File: config.mk
export PLATFORM = sky130hd
export DESIGN_NAME = zt_sram
export DESIGN_NICKNAME = d
export VERILOG_FILES = /design/src/rtl/zt_sram_pkg.sv /design/src/rtl/zt_cmd_pipe.sv /design/src/rtl/zt_store.sv /design/src/rtl/zt_sram.sv
export SDC_FILE = /design/constraint.sdc
export NUM_CORES = 2
export LEC_CHECK = 0
export BUFFER_PORTS_ARGS = -buffer_cell sky130_fd_sc_hd__buf_2
export CAP_MARGIN = 10
export CORE_UTILIZATION = 57
export DETAILED_ROUTE_END_ITERATION = 8
export GPL_ROUTABILITY_DRIVEN = 0
export MAX_ROUTING_LAYER = met4
export PLACE_DENSITY = 0.75
export SYNTH_ARGS = -nofsm -noshare
export SYNTH_HDL_FRONTEND = slang
export SYNTH_MEMORY_MAX_BITS = 65536
export SYNTH_SLANG_ARGS = --single-unit
File: constraint.sdc
create_clock -name clk -period 2.37 [get_ports clk]
set_input_delay 0.1185 -clock clk [delete_from_list [all_inputs] [get_ports clk]]
set_output_delay 0.1185 -clock clk [all_outputs]
set_load 0.05 [all_outputs]
File: src/rtl/zt_sram_pkg.sv
package zt_sram_pkg;

    localparam int LANES  = 2;
    localparam int BYTE_W = 8;
    localparam int LANE_W = BYTE_W + 1;
    localparam int DW     = LANES * LANE_W;

    typedef enum logic [1:0] {
        OP_NONE  = 2'd0,
        OP_READ  = 2'd1,
        OP_WRITE = 2'd2
    } op_e;

    // lane g = {parity bit, data byte}
    function automatic logic [LANE_W-1:0] lane_get(input logic [DW-1:0] d, input int g);
        return {d[LANES*BYTE_W + g], d[g*BYTE_W +: BYTE_W]};
    endfunction

endpackage

File: src/rtl/zt_cmd_pipe.sv
module zt_cmd_pipe
    import zt_sram_pkg::*;
#(
    parameter int AW = 8
) (
    input  logic              clk,
    input  logic              rst,
    input  logic              step,
    input  logic              sel,
    input  logic              adv_ld_n,
    input  logic              we_n,
    input  logic [AW-1:0]     addr,
    input  logic [LANES-1:0]  bws_n,
    output op_e               s1_op,
    output logic [AW-1:0]     s1_addr,
    output op_e               s2_op,
    output logic [AW-1:0]     s2_addr,
    output logic [LANES-1:0]  s2_bws_n
);

    logic [LANES-1:0] s1_bws_n;
    op_e              nxt_op;

    always_comb begin
        if (!adv_ld_n) begin
            if (sel) nxt_op = we_n ? OP_READ : OP_WRITE;
            else     nxt_op = OP_NONE;
        end else begin
            nxt_op = s1_op;     // burst continuation keeps the type
        end
    end

    always_ff @(posedge clk) begin
        if (rst) begin
            s1_op    <= OP_NONE;
            s2_op    <= OP_NONE;
            s1_addr  <= '0;
            s2_addr  <= '0;
            s1_bws_n <= '1;
            s2_bws_n <= '1;
        end else if (step) begin
            s2_op    <= s1_op;
            s2_addr  <= s1_addr;
            s2_bws_n <= s1_bws_n;
            s1_op    <= nxt_op;
            s1_addr  <= addr;
            s1_bws_n <= bws_n;
        end
    end

endmodule

File: src/rtl/zt_store.sv
module zt_store
    import zt_sram_pkg::*;
#(
    parameter int AW = 8
) (
    input  logic              clk,
    input  logic              wr_en,
    input  logic [AW-1:0]     wr_addr,
    input  logic [LANES-1:0]  wr_bws_n,
    input  logic [DW-1:0]     wr_data,
    input  logic [AW-1:0]     rd_addr,
    output logic [DW-1:0]     rd_data
);

    localparam int DEPTH = 1 << AW;

    logic             hit;
    logic [LANE_W-1:0] rd_lane [LANES];

    assign hit = wr_en && (wr_addr == rd_addr);

    for (genvar g = 0; g < LANES; g++) begin : g_lane
        logic [LANE_W-1:0] mem_q [DEPTH];
        logic [LANE_W-1:0] wr_lane;

        assign wr_lane = lane_get(wr_data, g);

        always_ff @(posedge clk) begin
            if (wr_en && !wr_bws_n[g]) mem_q[wr_addr] <= wr_lane;
        end

        assign rd_lane[g] = (hit && !wr_bws_n[g]) ? wr_lane : mem_q[rd_addr];
    end

    always_comb begin
        rd_data = '0;
        for (int g = 0; g < LANES; g++) begin
            rd_data[g*BYTE_W +: BYTE_W]  = rd_lane[g][BYTE_W-1:0];
            rd_data[LANES*BYTE_W + g]    = rd_lane[g][BYTE_W];
        end
    end

endmodule

File: src/rtl/zt_sram.sv
module zt_sram
    import zt_sram_pkg::*;
#(
    parameter int AW = 8
) (
    input  logic              clk,
    input  logic              rst,
    input  logic              clk_en_n,
    input  logic              ce1_n,
    input  logic              ce2,
    input  logic              ce3_n,
    input  logic              adv_ld_n,
    input  logic              we_n,
    input  logic [LANES-1:0]  bws_n,
    input  logic [AW-1:0]     addr,
    input  logic              oe_n,
    input  logic [DW-1:0]     din,
    output logic [DW-1:0]     dout,
    output logic              drive_en
);

    logic              step;
    logic              sel;
    op_e               s1_op;
    op_e               s2_op;
    logic [AW-1:0]     s1_addr;
    logic [AW-1:0]     s2_addr;
    logic [LANES-1:0]  s2_bws_n;
    logic              wr_en;
    logic [DW-1:0]     rd_data;

    assign step = !clk_en_n;
    assign sel  = !ce1_n && ce2 && !ce3_n;

    zt_cmd_pipe #(.AW(AW)) u_pipe (
        .clk      (clk),
        .rst      (rst),
        .step     (step),
        .sel      (sel),
        .adv_ld_n (adv_ld_n),
        .we_n     (we_n),
        .addr     (addr),
        .bws_n    (bws_n),
        .s1_op    (s1_op),
        .s1_addr  (s1_addr),
        .s2_op    (s2_op),
        .s2_addr  (s2_addr),
        .s2_bws_n (s2_bws_n)
    );

    assign wr_en = step && (s2_op == OP_WRITE);

    zt_store #(.AW(AW)) u_store (
        .clk      (clk),
        .wr_en    (wr_en),
        .wr_addr  (s2_addr),
        .wr_bws_n (s2_bws_n),
        .wr_data  (din),
        .rd_addr  (s1_addr),
        .rd_data  (rd_data)
    );

    always_ff @(posedge clk) begin
        if (rst)                             dout <= '0;
        else if (step && s1_op == OP_READ)   dout <= rd_data;
    end

    assign drive_en = (s2_op == OP_READ) && !oe_n;

endmodule

==> impl_results.md <==
- Outcome: finished, violations left
- Violated checks: design-rule violations, negative setup slack
- Area Growth Syn to Fin: 20.3%
- FFs w/ async S/R, synth: 0
- Slowest CP cell: o211ai_1
- Reg2reg start: u_pipe.s1_addr[0]$_SDFFE_PP0N_
- RSZ-0062 raised after global routing: yes
- Final Hold Viols: 0
- Startpoint Class: flip-flop
- Largest cells by area after synthesis: edfxtp_1 77%, mux4_2 14%, mux2i_1 1.7%
- Cells on worst reg2reg path: 8
- # H-tree levels: 5
- Reg2Reg Setup Slack: -0.82 ns
- Clock latency on the worst-skew pair: 1.01 ns
- TNS Setup: -13.00 ns
- Post-synth EDFFs: 4608
- GRT Util Overall: 0.330
- Power density over cell area: 793 nW/um^2
- CP Class: flip-flop to flip-flop
- Crit end category: flip-flop
- CTS tree: yes
- Post-route setup slack: -0.823 ns
- Crit path required time: 3.22 ns
- Layout cells sized above 1: 0.375
- Synthesized cell area: 181000 um^2
- Maximum VDD drop: 0.758 mV
- Min Tclk post-route: 3.19 ns
- Most common cell after layout, fill and taps aside: edfxtp_1
- Routed vias: 101000
- Initial drt markers: 16300
- Post-synth cell types: 81
- Crit-path cells: buf_12 -> buf_4 -> buf_16 -> mux4_2 -> mux4_2 -> o211ai_1 -> a211oi_2 -> or3_1
- Worst-Margin Slew: 1.00 ns
- WL final: 517000 um
- Global-route wire length before repair: 722000 um
- Top cell type by total area after synthesis: edfxtp_1
- IO Count: 56
- Height of the die: 565 um
- Max-slew violations: 0
- Cell mode on critical path: mux4_2
- Initial antenna violation count: 25
- DRT Pass-1 Iters: 9
- Hold Path Origin: din[17]
- Period utilization: 1.35
- Most frequent cells in the layout: 4608 x edfxtp_1, 1413 x buf_4, 1132 x mux4_2
- WHS Path Cells: 2
- Vias in the first global route: 100000
- Clock Skew: 0.0891 ns
- Slowest stage delay, CP: 0.56 ns
- Nets: 10300
- Synth warn: 0
- Worst EP arrival: 4.04 ns
- Die width: 565 um
- Largest net degree at the start of global routing: 170
- Residual DRC: 2
- #FFs+latches synth: 4650
- Max Root-Sink Buffers: 4
- Cell family contributing the most delay on the critical path: multiplexers
- Buf/Inv on CP: 3
- Wirelength per Cell: 34.8 um
- Max Clk Rate: 313 MHz
- Post-synthesis sequential area ratio: 0.770
- Top-area cell type share of the netlist area: 0.765
- Final ANT Viol Nets: 0
- Critical R2R Capture: dout[1]$_SDFFE_PP0P_
- WHS Endpoint: u_store.g_lane[1].mem_q[4][8]$_DFFE_PP_
- Main synth FF type: edfxtp_1
- # rows: 206
- Mean Syn Cell Area: 21.3 um^2
- Worst slew margin: 0.332
- Port-buffer cells: 55
- Mapped Nets: 8529
- Vias/cell: 6.78
- Core area: 315000 um^2
- Synth Instances: 8492
- TritonCTS Sinks: 4650
- Hold Crit Class: input pin to flip-flop
- Final setup violation count: 46
- Grt total ovfl: 0
- Clk slew on worst S/H paths: 0.07 ns
- Initial Util: 0.574
- Root buf cell: clkbuf_16
- CTS Buf Count: 442
- Crit Path Max Fanout: 8
- Pre-CTS WS: -1.48 ns
- Maxcap violations: 0
- Die area: 320000 um^2
- Leakage dissipation: 70.6 nW
- Detailed placement HPWL: 317000 um
kinds of logic (layout without fill, tap and decap cells):
group           count (synthesis)  after routing  share of synthesized area
flops                        4650           4650                      0.770
mux                          1515           1515                      0.163
simple gates                 1213           1213                     0.0281
compound gates                575            575                     0.0223
buf+inv                       531           2710                     0.0167
xor+xnor                        8              8                   0.000387
other cells                     0             25                          0
per-layer routing:
metal	vias to the layer above	part of all wire	track usage
met4	0	0.063	0.174
met2	8097	0.48	0.503
met3	1497	0.12	0.0695
met5	-	0	-
li1	39100	-	-
met1	52000	0.34	0.422
layout make-up:
type                            instances  area, um^2
Antenna cell                           25        62.6
Clock buffer                          530       11500
Clock inverter                        285        3000
Fill cell                           17800       97700
Inverter                                8        47.5
Multi-Input combinational cell       3311       40500
Sequential cell                      4650      139000
Tap cell                             4160        5200
Timing Repair Buffer                 1887       18100
timing repair:
action,CTS,global route
resized for setup,340,240
hold endpoints to repair,2830,0
setup buffers,70,28
pin swaps,60,51
setup endpoints to repair,3808,1035
hold buffers,48,0
gates cloned,13,15
state kept, by name (all words and copies together) (netlist names):
signal,cells
u_pipe.s1_op,2
u_pipe.s1_bws_n,2
u_pipe.s2_bws_n,2
u_pipe.s2_op,2
u_store.g_lane.mem_q,4608
dout,18
u_pipe.s2_addr,8
u_pipe.s1_addr,8
worst register-to-register path: stages, from the launching register on:
cell and delay, ns:
dfxtp_4 0.43, buf_12 0.18, buf_4 0.16, buf_16 0.15, mux4_2 0.56, mux4_2 0.52
o211ai_1 0.56, a211oi_2 0.15, or3_1 0.33
power by group:
| part | internal, mW | switching, mW | total (mW) |
|---|---|---|---|
| sequential | 90.3 | 0.0416 | 90.4 |
| clock | 39.9 | 30.9 | 70.8 |
| combinational | 4.67 | 6.65 | 11.3 |
| total | 135 | 37.6 | 173 |
through the flow:
| step | utilization | cell area [um^2] | cells | power [mW] | hold WS, ns |
|---|---|---|---|---|---|
| after global routing | 0.690 | 218000 | 14900 | 176 | 0.0950 |
| after floorplan | - | 181000 | 8492 | 97.0 | 0.217 |
| final | 0.690 | 218000 | 14900 | 173 | 0.124 |
| after CTS | 0.686 | 216000 | 14800 | 172 | 0.109 |
| after detailed placement | 0.631 | 199000 | 13800 | 102 | 0.367 |
| after global placement | 0.631 | 199000 | 13800 | 102 | 0.369 |
worst max-delay path by stage:
stage / startpoint / to / cells past startpoint
after floorplan: u_pipe.s2_op[0]$_SDFFE_PP0N_ / u_store.g_lane[0].mem_q[15][0]$_DFFE_PP_ / 5
after global placement: u_pipe.s1_addr[0]$_SDFFE_PP0N_ / dout[10]$_SDFFE_PP0P_ / 12
after detailed placement: u_pipe.s1_addr[0]$_SDFFE_PP0N_ / dout[11]$_SDFFE_PP0P_ / 10
after CTS: u_pipe.s1_addr[0]$_SDFFE_PP0N_ / dout[14]$_SDFFE_PP0P_ / 8
after global routing: u_pipe.s1_addr[0]$_SDFFE_PP0N_ / dout[14]$_SDFFE_PP0P_ / 10
final: u_pipe.s1_addr[0]$_SDFFE_PP0N_ / dout[1]$_SDFFE_PP0P_ / 8
Yosys cell counts, types with 11 or more instances:
library cell,number
and3_1,20
nand4_1,19
edfxtp_1,4608
a221oi_1,34
nand3_1,52
buf_1,55
o221ai_1,16
a211oi_1,44
mux4_2,1131
a21oi_1,64
nor2_1,659
nor2b_1,43
dfxtp_1,42
clkbuf_1,175
nand2b_1,13
a31oi_1,31
a22oi_1,34
o22ai_1,105
o21ai_0,86
and2_1,11
nor4_1,12
buf_6,64
buf_4,57
nand2_1,308
mux2_2,67
buf_2,161
a2111oi_0,18
nor3_1,45
mux2i_1,316
o211ai_1,34
Power figures use the tool's default switching activity.
